File: src/rtl/hb_pwm_pkg.sv
package hb_pwm_pkg;

    typedef enum logic [2:0] {
        ST_D_IDLE,
        ST_D_HI,
        ST_D_LO,
        ST_L_HI,
        ST_L_LO,
        ST_L_GAP_HI,
        ST_L_GAP_LO
    } cond_st_e;

    // width of a counter running 0 .. n-1
    function automatic int cnt_bits(input int n);
        return (n < 2) ? 1 : $clog2(n);
    endfunction

endpackage

File: src/rtl/hb_pwm_sync.sv
module hb_pwm_sync #(
    parameter int W      = 3,
    parameter int STAGES = 2
) (
    input  logic         clk,
    input  logic         rst_n,
    input  logic [W-1:0] d,
    output logic [W-1:0] q
);

    logic [STAGES-1:0][W-1:0] stg;

    always_ff @(posedge clk or negedge rst_n) begin
        if (!rst_n) begin
            stg <= '0;
        end else begin
            stg[0] <= d;
            for (int i = 1; i < STAGES; i++) begin
                stg[i] <= stg[i-1];
            end
        end
    end

    assign q = stg[STAGES-1];

endmodule

File: src/rtl/hb_pwm_glitch.sv
module hb_pwm_glitch
    import hb_pwm_pkg::*;
#(
    parameter int FILT_CYC = 100
) (
    input  logic clk,
    input  logic rst_n,
    input  logic din,
    output logic dout
);

    localparam int             CW       = cnt_bits(FILT_CYC);
    localparam logic [CW-1:0]  RUN_LAST = CW'(FILT_CYC - 1);

    logic          val_q;
    logic [CW-1:0] run_q;

    // a differing level must persist FILT_CYC samples before it is taken
    always_ff @(posedge clk or negedge rst_n) begin
        if (!rst_n) begin
            val_q <= 1'b0;
            run_q <= '0;
        end else if (din != val_q) begin
            if (run_q == RUN_LAST) begin
                val_q <= din;
                run_q <= '0;
            end else begin
                run_q <= run_q + 1'b1;
            end
        end else begin
            run_q <= '0;
        end
    end

    assign dout = val_q;

endmodule

File: src/rtl/hb_pwm_fsm.sv
module hb_pwm_fsm
    import hb_pwm_pkg::*;
#(
    parameter int NOV_CYC = 100
) (
    input  logic clk,
    input  logic rst_n,
    input  logic local_mode,
    input  logic safe_ok,
    input  logic flt_top,
    input  logic flt_bot,
    output logic hi_o,
    output logic lo_o
);

    localparam int            CW       = cnt_bits(NOV_CYC);
    localparam logic [CW-1:0] GAP_LAST = CW'(NOV_CYC - 1);

    cond_st_e      st_q, st_d;
    logic [CW-1:0] gap_q;
    logic          cmd, want_hi, want_lo, gap_done, in_gap_d;

    assign cmd      = safe_ok & flt_top;
    assign want_hi  = safe_ok & flt_top & ~flt_bot;
    assign want_lo  = safe_ok & flt_bot & ~flt_top;
    assign gap_done = (gap_q == GAP_LAST);
    assign in_gap_d = (st_d == ST_L_GAP_HI) || (st_d == ST_L_GAP_LO);

    always_comb begin
        st_d = st_q;
        if (!local_mode) begin
            if (want_hi)      st_d = ST_D_HI;
            else if (want_lo) st_d = ST_D_LO;
            else              st_d = ST_D_IDLE;
        end else begin
            unique case (st_q)
                ST_D_IDLE, ST_D_HI, ST_D_LO:
                    st_d = cmd ? ST_L_GAP_HI : ST_L_GAP_LO;
                ST_L_HI:
                    if (!cmd) st_d = ST_L_GAP_LO;
                ST_L_LO:
                    if (cmd) st_d = ST_L_GAP_HI;
                ST_L_GAP_HI:
                    if (!cmd)          st_d = ST_L_GAP_LO;
                    else if (gap_done) st_d = ST_L_HI;
                ST_L_GAP_LO:
                    if (cmd)           st_d = ST_L_GAP_HI;
                    else if (gap_done) st_d = ST_L_LO;
                default:
                    st_d = ST_D_IDLE;
            endcase
        end
    end

    always_ff @(posedge clk or negedge rst_n) begin
        if (!rst_n) st_q <= ST_D_IDLE;
        else        st_q <= st_d;
    end

    // guard timer: runs while staying in one gap state, cleared otherwise
    always_ff @(posedge clk or negedge rst_n) begin
        if (!rst_n)                        gap_q <= '0;
        else if (in_gap_d && st_d == st_q) gap_q <= gap_q + 1'b1;
        else                               gap_q <= '0;
    end

    always_comb begin
        hi_o = (st_q == ST_D_HI) || (st_q == ST_L_HI);
        lo_o = (st_q == ST_D_LO) || (st_q == ST_L_LO);
    end

endmodule

File: src/rtl/hb_pwm_cond.sv
module hb_pwm_cond #(
    parameter int FILT_CYC    = 100,
    parameter int NOV_CYC     = 100,
    parameter int SYNC_STAGES = 2
) (
    input  logic clk,
    input  logic rst_n,
    input  logic pwm_top_i,
    input  logic pwm_bot_i,
    input  logic local_mode_i,
    input  logic act_low_i,
    input  logic safe_n_i,
    input  logic drv_en_i,
    output logic gate_hi_o,
    output logic gate_lo_o
);

    localparam int NCH = 2;

    logic [NCH:0]   raw, synced;
    logic [NCH-1:0] flt;
    logic           flt_top, flt_bot, safe_ok, hi_q, lo_q;

    assign raw = {safe_n_i, pwm_bot_i ^ act_low_i, pwm_top_i ^ act_low_i};

    hb_pwm_sync #(.W(NCH + 1), .STAGES(SYNC_STAGES)) sync_i (
        .clk   (clk),
        .rst_n (rst_n),
        .d     (raw),
        .q     (synced)
    );

    for (genvar ch = 0; ch < NCH; ch++) begin : g_filt
        hb_pwm_glitch #(.FILT_CYC(FILT_CYC)) filt_i (
            .clk   (clk),
            .rst_n (rst_n),
            .din   (synced[ch]),
            .dout  (flt[ch])
        );
    end

    assign flt_top = flt[0];
    assign flt_bot = flt[1];
    assign safe_ok = synced[NCH];

    hb_pwm_fsm #(.NOV_CYC(NOV_CYC)) seq_i (
        .clk        (clk),
        .rst_n      (rst_n),
        .local_mode (local_mode_i),
        .safe_ok    (safe_ok),
        .flt_top    (flt_top),
        .flt_bot    (flt_bot),
        .hi_o       (hi_q),
        .lo_o       (lo_q)
    );

    assign gate_hi_o = hi_q & drv_en_i;
    assign gate_lo_o = lo_q & drv_en_i;

endmodule

File: config.mk
export PLATFORM = sky130hd
export DESIGN_NAME = hb_pwm_cond
export DESIGN_NICKNAME = d
export VERILOG_FILES = /design/src/rtl/hb_pwm_pkg.sv /design/src/rtl/hb_pwm_sync.sv /design/src/rtl/hb_pwm_glitch.sv /design/src/rtl/hb_pwm_fsm.sv /design/src/rtl/hb_pwm_cond.sv
export SDC_FILE = /design/constraint.sdc
export NUM_CORES = 1
export LEC_CHECK = 0
export BUFFER_PORTS_ARGS = -buffer_cell sky130_fd_sc_hd__clkbuf_2
export CAP_MARGIN = 10
export CORE_MARGIN = 3
export CORE_UTILIZATION = 40
export DETAILED_ROUTE_END_ITERATION = 6
export PLACE_DENSITY_LB_ADDON = 0.05
export SETUP_SLACK_MARGIN = 0.3
export SYNTH_ARGS = -nofsm -noshare
export SYNTH_HDL_FRONTEND = slang
export SYNTH_HIERARCHICAL = 1
export SYNTH_SLANG_ARGS = --single-unit
File: constraint.sdc
create_clock -name clk -period 1.7 [get_ports clk]
set_input_delay 0.17 -clock clk [delete_from_list [all_inputs] [get_ports clk]]
set_output_delay 0.17 -clock clk [all_outputs]
set_load 0.02 [all_outputs]
==> results of run 1 <==
cells in the mapped netlist (2+ instances only):
cell type	n
a21o_1	3
a21oi_1	4
a41oi_1	3
and2_1	2
and2b_2	2
and4bb_1	2
buf_4	3
dfrtp_1	32
ha_1	3
inv_1	5
mux2_2	2
nand2_1	8
nand3_1	10
nand3_2	2
nor2_1	21
nor2b_1	2
nor3b_1	2
nor4b_2	3
o21ai_0	3
o21bai_1	2
or3_1	2
xnor2_1	8
xor2_1	8
final timing paths:
check | startpoint | to | slack (ns) | depth (start not counted)
setup / recovery | seq_i/gap_q[2] | seq_i/st_q[1] | 0.26 | 4
hold / removal | pwm_bot_i | sync_i/stg[1] | 0.07 | 2
setup reg to reg | seq_i/gap_q[2] | seq_i/st_q[1] | 0.26 | 4
hold reg to reg | sync_i/stg[1] | sync_i/q[1] | 0.35 | 0
max in group asynchronous | rst_n | seq_i/st_q[1] | 0.95 | 3
min in group asynchronous | rst_n | seq_i/gap_q[0] | 0.43 | 3
layout by cell type, fill, tap and decap left out, types with 3 or more instances in the layout:
| cell | count |
|---|---|
| a21o_1 | 3 |
| a21oi_1 | 4 |
| a41oi_1 | 3 |
| buf_4 | 9 |
| clkbuf_2 | 9 |
| clkbuf_8 | 5 |
| dfrtp_1 | 29 |
| dfrtp_2 | 3 |
| inv_1 | 5 |
| nand2_1 | 8 |
| nand3_1 | 9 |
| nand3_2 | 3 |
| nor2_1 | 21 |
| o21ai_0 | 3 |
| xnor2_1 | 8 |
| xor2_1 | 8 |
state kept, by name, indices dropped and copies added (netlist names):
name,count
seq_i/gap_q,7
g_filt.filt_i/run_q,14
seq_i/st_q,3
g_filt.filt_i/dout,2
sync_i/stg,3
sync_i/q,3
cell families (layout without fill, tap and decap cells):
| family | count (synthesis) | in the layout |
|---|---|---|
| multiplexers | 2 | 2 |
| buffers and inverters | 8 | 33 |
| AND/OR/NAND/NOR | 60 | 60 |
| AO/OA/AOI/OAI | 19 | 19 |
| XOR/XNOR | 16 | 16 |
| flip-flops | 32 | 32 |
| adder cells (fa/ha/maj) | 3 | 3 |
layout make-up:
type | count | area [um2] | share of cell area
inverters | 5 | 18.8 | 0.0102
repair buffers | 20 | 133 | 0.0719
well taps | 46 | 57.6 | 0.0312
clock buffers | 6 | 72.6 | 0.0393
clock inverters | 2 | 35.0 | 0.0190
flip-flops and latches | 32 | 805 | 0.436
multi-input cells | 100 | 724 | 0.393
layer usage:
layer  up-vias  part of all wire  track usage  routed length, um
met5         -                 0            0                  0
met4         0             0.015       0.0532                 39
met3         5             0.052       0.0449                134
met2        26              0.48        0.230               1260
met1       523              0.45        0.164               1160
li1        530                 -            -                  -
metrics by stage:
| stage | hold WS, ns | worst slack (ns) | util | instance area (um2) |
|---|---|---|---|---|
| 3_5_place_dp | 0.214 | 0.210 | 0.464 | 1620 |
| 3_3_place_gp | 0.211 | 0.229 | 0.464 | 1620 |
| 6_report | 0.0666 | 0.258 | 0.528 | 1850 |
| 2_1_floorplan | -0.126 | 0.281 | - | 1530 |
| 5_1_grt | 0.0647 | 0.186 | 0.528 | 1850 |
| 4_1_cts | 0.0595 | 0.234 | 0.509 | 1780 |
power breakdown:
part           switching [mW]  leakage [nW]  internal, mW  total [mW]
Sequential             0.0458         0.420         0.802       0.848
Clock                   0.262        0.0552         0.434       0.696
Combinational          0.0773         0.313        0.0877       0.165
timing repair:
item,in CTS,in global routing
endpoints found under the setup margin,6,18
hold buffers,2,0
hold endpoints to repair,33,0
pin swaps,3,5
resized for setup,5,5
buffers inserted,2,5
==> impl_metrics.toml, run 1 <==
[sta]
final-hold-violation-count = 0
tns_ns = 0
worstMarginPinSlew_ns = 0.395
slew-limit-headroom = 0.737
final-max-slew-violation-count = 0
min_period_ns = 1.44
skew_ns = 0.00724
rsz0062_at_grt = "true"
fmax_mhz = 693
period_share = 0.849
setup_violations = 0

[grt]
grt_antenna_before_repair = 0
overflow = 0
grt_usage = 0.138
grt_pass1_wl_mm = 4.71
grt_max_degree = 33
grt_pass1_vias = 1103

[cells_and_area]
finalNetCount = 175
syn_to_final_growth_pct = 21.0
fin_cells = 211
antenna_cells = 0
fillers = 327
drive_gt1_frac = 0.248

[critical_path]
path_buf_inv = 0
critPathTopFamily = "flip-flops"
cp.required_ns = 1.85
cpPeakStageDelay_ns = 0.45
start_kind = "flop"
cpMaxStageDelayCell = "dfrtp_2"
crit_chain = "nor4b_4 -> nand3_2 -> a21o_1 -> a311o_1"
criticalPathCategory = "reg -> reg"
critical_path_arrival_ns = 1.60
critPathCaptureType = "flop"
cp_max_fo = 5

[routing]
drcViolationCount = 0
first_pass_iters = 4
routed_wl_mm = 2.59
post_drt_wl_per_cell_um = 12.3
drt-vias-per-instance = 5.14
num_vias = 1084
drt_iter0_markers = 47
ant_nets = 0

[power_and_ir_drop]
power.density_mw_per_mm2 = 926
p_leak_nw = 0.788
peakVddDrop_mv = 0.606
total_power_mw = 1.71

[logic_synthesis]
ys_ff_latch = 32
async_flop_share = 1.00
synth_area_leaders = "dfrtp_1 (53%), nor2_1 (5.2%), xnor2_1 (4.6%)"
synth_nets = 151
synth_area_mm2 = 0.00153
synth_seq_area_share = 0.525
syn-instance-count = 140
synthMuxAreaShare = 0.0148
synth.distinct_cells = 31
synth-simple-area-share = 0.231
synth_edf_count = 0
yosysTopAreaCell = "dfrtp_1"
synth_top_family_by_area = "simple AND/OR/NAND/NOR gates"
synth_warnings = 6
avgSynthCellArea_um2 = 10.9
synth_ff_type = "dfrtp_1"
synth-compound-area-share = 0.0861
synth_xor_area_frac = 0.0919
yosysTopAreaCellShare = 0.525
synth_fa_ha_area_frac = 0.0246

[clocking]
clk_latency_ns = 0.28
clk_pin_slew_ns = 0.07
cts_sinks = 32
cts_buffer_depth = 2
numCtsBuffers = 5
cts-root-buf = "clkbuf_8"
cts_htree_levels = 2
cts_tree = "yes"

[floorplanning]
die-width_um = 67.8
rows = 21
dieArea_mm2 = 0.00459
start_util = 0.436
dieHeight_um = 67.8
io-pin-count = 10
core_area_mm2 = 0.00349

[min_path]
hp-class = "in -> reg"

[placed_design]
post-dp-hpwl_mm = 1.75
io_buffers = 9
globalplace.congestion = 0.746
dp_cells = 194

[run]
drv_cap = 0

[status]
status = "finished, final reports clean"
(Power assumes the default switching activity.)
==> inputs of run 2 (changes only) <==
==> constraint.sdc (replaced) <==
create_clock -name clk -period 1.3 [get_ports clk]
set_input_delay 0.13 -clock clk [delete_from_list [all_inputs] [get_ports clk]]
set_output_delay 0.13 -clock clk [all_outputs]
set_load 0.02 [all_outputs]
==> run 2 against run 1 <==
Against the previous run:
- hold slack worse by 0.038 ns
- cell count is 8.1% higher
- clock skew is 0.0017 ns higher
- sequential share of layout area is 5.0 points lower
- highest routed layer unchanged
- die area stayed put
- first-iteration DRC count is 66% higher
- wire length is 17% higher
- the run now ends with setup timing left
- setup slack worse by 0.37 ns
==> impl_metrics.toml, run 2 (same netlist as run 1, synthesis figures left out) <==
[critical_path]
criticalPathCategory = "reg -> reg"
critPathCaptureType = "flop"
crit_chain = "nor4b_4 -> nand3_2 -> a21o_1 -> a311o_1"
r2r_cells = 4
cp_max_fo = 2
critPathTopFamily = "compound AO/OA/AOI/OAI gates"
cp.required_ns = 1.46
start_kind = "flop"
cpMaxStageDelayCell = "dfrtp_1"
path_depth = 4
cpPeakStageDelay_ns = 0.41
path_buf_inv = 0
timing.critical_path.from = "seq_i/gap_q[3]"
rr_startpoint = "seq_i/gap_q[3]"
critical_path_arrival_ns = 1.57

[clocking]
cts_htree_levels = 2
cts_buffer_depth = 2
numCtsBuffers = 5
cts_tree = "yes"
cts_sinks = 32
clk_latency_ns = 0.28
cts-root-buf = "clkbuf_8"
clk_pin_slew_ns = 0.07

[sta]
min_period_ns = 1.41
final-hold-violation-count = 0
slew-limit-headroom = 0.811
timing.hold.ws_ns = 0.0285
fmax_mhz = 708
worstMarginPinSlew_ns = 0.279
final-max-slew-violation-count = 0
rsz0062_at_grt = "true"
period_share = 1.09
setup_slack_ns = -0.113
skew_ns = 0.00895
tns_ns = -0.731
setup_violations = 10

[cells_and_area]
final_core_util = 0.594
mostFrequentLayoutCells = "dfrtp_1 (32), buf_4 (25), nor2_1 (12)"
largest_reg_flops = 14
antenna_cells = 0
fin_cells = 228
drive_gt1_frac = 0.418
layout_commonest_cell = "dfrtp_1"
finalNetCount = 192
top_register = "g_filt.filt_i/run_q"
final_cell_area_mm2 = 0.00208
syn_to_final_growth_pct = 36.1
largestRegisters = "g_filt.filt_i/run_q: 14 flops, seq_i/gap_q: 7 flops"

[placed_design]
io_buffers = 9
globalplace.congestion = 0.784
post_dp_cell_area_mm2 = 0.00183
post-dp-hpwl_mm = 2.03
dp_cells = 216
pre_cts_slack_ns = -0.159

[power_and_ir_drop]
power.density_mw_per_mm2 = 1070
total_power_mw = 2.23
peakVddDrop_mv = 0.787
p_leak_nw = 0.882

[min_path]
min_delay_path_depth = 2
hp-class = "in -> reg"
min_from = "pwm_top_i"

[grt]
grt_antenna_before_repair = 0
grt_pass1_wl_mm = 5.01
grt_max_degree = 33
grt_pass1_vias = 1136
grt_usage = 0.149
overflow = 0

[floorplanning]
dieHeight_um = 67.8
rows = 21
dieArea_mm2 = 0.00459
die-width_um = 67.8
io-pin-count = 10
start_util = 0.436
core_area_mm2 = 0.00349

[status]
violations = "setup timing"
status = "complete, but fails checks"

[routing]
drt-vias-per-instance = 5.07
post_drt_wl_per_cell_um = 13.3
drt_iter0_markers = 78
ant_nets = 0
drcViolationCount = 0
routed_wl_mm = 3.04
num_vias = 1155
first_pass_iters = 4

[run]
drv_cap = 0
run 2: changes by cell type in the layout (fill, tap and decap cells not counted), moves of 3 or more:
| cell | before | now |
|---|---|---|
| dfrtp_1 | 29 | 32 |
| buf_4 | 9 | 25 |
| dfrtp_2 | 3 | 0 |
| nor2_1 | 21 | 12 |
| nor2_2 | 0 | 6 |
| nor2_4 | 0 | 3 |
run 2: final timing paths:
kind / to / slack [ns]
min reg2reg: sync_i/q[1] / 0.35
min in group asynchronous: g_filt[0].filt_i/dout / 0.33
max in group asynchronous: seq_i/gap_q[3] / 0.79
max: seq_i/st_q[1] / -0.11
max reg2reg: seq_i/st_q[1] / -0.11
min: sync_i/stg[0] / 0.03
run 2: area by class of cell:
type,instances,area (um2)
clock buffers,6,82.6
multi-input cells,100,820
well taps,46,57.6
fillers,300,1420
flip-flops and latches,32,801
inverters,5,18.8
clock inverters,2,15.0
repair buffers,37,282
run 2: report_power, final:
part	leakage [nW]	internal, mW	total [mW]	switching, mW
Sequential	0.424	1.05	1.10	0.0579
Clock	0.0434	0.429	0.816	0.388
Combinational	0.415	0.161	0.304	0.144
run 2: metal layers:
metal  track usage  vias to the layer above  routed length, um
li1              -                      568                  -
met1         0.183                      565               1440
met2         0.241                       20               1460
met3        0.0499                        2                112
met4        0.0557                        0                 25
met5             0                        -                  0
run 2: timing repair:
action	CTS	global route
endpoints found under the hold margin	33	0
hold buffers	2	0
setup buffers	1	1
setup endpoints to repair	27	28
gates resized for setup	8	21
pin swaps	10	3
==> inputs of run 3 (changes only) <==
--- a/config.mk
+++ b/config.mk
@@ -8,10 +8,9 @@
 export BUFFER_PORTS_ARGS = -buffer_cell sky130_fd_sc_hd__clkbuf_2
 export CAP_MARGIN = 10
 export CORE_MARGIN = 3
-export CORE_UTILIZATION = 40
+export CORE_UTILIZATION = 50
 export DETAILED_ROUTE_END_ITERATION = 6
 export PLACE_DENSITY_LB_ADDON = 0.05
-export SETUP_SLACK_MARGIN = 0.3
 export SYNTH_ARGS = -nofsm -noshare
 export SYNTH_HDL_FRONTEND = slang
 export SYNTH_HIERARCHICAL = 1
==> run 3 against run 2 <==
Against the previous run:
- the run still ends with setup timing left
- clock skew fell by 0.0025 ns
- utilization rose by 14 points
- clock power fell by 37%
- setup slack got worse by 0.0037 ns
- flip-flop and latch count did not move
- final area fell by 0.18%
- highest routed layer unchanged
==> impl_metrics.toml, run 3 (same netlist as run 1, synthesis figures left out) <==
[clocking]
cts_buffer_depth = 2
cts-root-buf = "clkbuf_4"
clk_latency_ns = 0.33
clk_pin_slew_ns = 0.09
numCtsBuffers = 5
cts_tree = "yes"
cts_sinks = 32
cts_htree_levels = 2

[grt]
grt_max_degree = 19
grt_pass1_wl_mm = 4.97
grt_usage = 0.186
grt_antenna_before_repair = 0
grt_pass1_vias = 1174
overflow = 0

[sta]
setup_violations = 13
skew_ns = 0.00649
tns_ns = -1.03
final-hold-violation-count = 0
rsz0062_at_grt = "true"
fmax_mhz = 706
timing.hold.ws_ns = 0.133
worstMarginPinSlew_ns = 0.407
final-max-slew-violation-count = 0
min_period_ns = 1.42
slew-limit-headroom = 0.729
setup_slack_ns = -0.116
period_share = 1.09

[critical_path]
cpMaxStageDelayCell = "dfrtp_1"
cp_max_fo = 7
start_kind = "flop"
cp.required_ns = 1.53
critPathCaptureType = "flop"
crit_chain = "nor4b_4 -> nand3_1 -> buf_4 -> o21ai_2 -> buf_6 -> nor2b_1"
cpPeakStageDelay_ns = 0.42
r2r_cells = 6
criticalPathCategory = "reg -> reg"
critical_path_arrival_ns = 1.65

[placed_design]
globalplace.congestion = 0.800
io_buffers = 9
post-dp-hpwl_mm = 2.06
post_dp_cell_area_mm2 = 0.00173
dp_cells = 194

[cells_and_area]
largestRegisters = "g_filt.filt_i/run_q: 14 flops, seq_i/gap_q: 7 flops"
top_register = "g_filt.filt_i/run_q"
syn_to_final_growth_pct = 35.8
final_cell_area_mm2 = 0.00207
final_core_util = 0.732
antenna_cells = 0
finalNetCount = 196
drive_gt1_frac = 0.454
largest_reg_flops = 14
mostFrequentLayoutCells = "dfrtp_1 (28), buf_4 (23), nand3_1 (10), nor2_1 (10)"
fillers = 194
layout_commonest_cell = "dfrtp_1"
fin_cells = 216

[status]
status = "complete, but fails checks"
violations = "setup timing"

[run]
drv_cap = 0

[routing]
first_pass_iters = 4
post_drt_wl_per_cell_um = 14.2
ant_nets = 0
drt-vias-per-instance = 5.46
drt_iter0_markers = 53
routed_wl_mm = 3.07
drcViolationCount = 0
num_vias = 1180

[min_path]
hp-class = "in -> reg"
min_delay_path_depth = 3

[floorplanning]
start_util = 0.539
rows = 19
dieHeight_um = 61.2
core_area_mm2 = 0.00283
die-width_um = 61.2
dieArea_mm2 = 0.00375
io-pin-count = 10

[power_and_ir_drop]
p_seq_frac = 0.566
clock_power_share = 0.265
switchingPower_mw = 0.507
comb_power_share = 0.169
power.density_mw_per_mm2 = 932
swShare = 0.262
p_leak_nw = 0.894
peakVddDrop_mv = 0.724
internal_power_mw = 1.42
==> run 3: cell type report <==
cell class | count | area, um2 | area share
Inverter | 5 | 18.8 | 0.00906
Tap cell | 31 | 38.8 | 0.0187
Timing Repair Buffer | 41 | 338 | 0.163
Multi-Input combinational cell | 100 | 825 | 0.398
Clock buffer | 6 | 41.3 | 0.0199
Clock inverter | 1 | 5.00 | 0.00242
Sequential cell | 32 | 806 | 0.389
==> run 3: power groups by stage <==
| stage | sequential (mW) | clock [mW] | combinational (mW) |
|---|---|---|---|
| floorplan | 1.10 | 0 | 0.128 |
| finish | 1.09 | 0.512 | 0.326 |
| global placement | 1.11 | 0 | 0.224 |
| global route | 1.10 | 0.587 | 0.357 |
| detailed placement | 1.11 | 0 | 0.237 |
| CTS | 1.09 | 0.536 | 0.291 |
==> run 3: layer usage <==
layer | wire length (um) | GRT usage | vias up
met4 | 89 | 0.102 | 0
met1 | 1250 | 0.204 | 568
met2 | 1630 | 0.328 | 20
met3 | 95 | 0.0440 | 10
met5 | 0 | 0 | -
li1 | - | - | 582
==> run 3: what timing repair did <==
item	in CTS	in global routing
setup buffers	8	1
hold buffers	6	0
endpoints found under the setup margin	6	26
pin swaps	17	17
hold endpoints to repair	17	0
gates resized for setup	11	35
==> run 3: worst max-delay path, delay by kind of cell (launching register included) <==
family          cells  cell delay (ns)
compound gates      1             0.05
buf+inv             2             0.33
flops               1             0.42
simple gates        3             0.51
==> run 3: path summary, 6_finish.rpt <==
kind                                        endpoint  slack (ns)           start
setup / recovery                      seq_i/gap_q[1]       -0.12  seq_i/gap_q[4]
hold / removal                         seq_i/st_q[2]        0.13    local_mode_i
setup reg to reg                      seq_i/gap_q[1]       -0.12  seq_i/gap_q[4]
hold reg to reg                          sync_i/q[1]        0.36   sync_i/stg[1]
max in group asynchronous  g_filt[0].filt_i/run_q[3]        0.61           rst_n
min in group asynchronous             seq_i/gap_q[0]        0.25           rst_n
==> run 3: metrics by stage <==
stage | power (mW) | setup slack, ns
CTS | 1.92 | -0.102
floorplan | 1.23 | -0.119
global placement | 1.33 | -0.134
detailed placement | 1.35 | -0.181
global route | 2.05 | -0.182
finish | 1.93 | -0.116
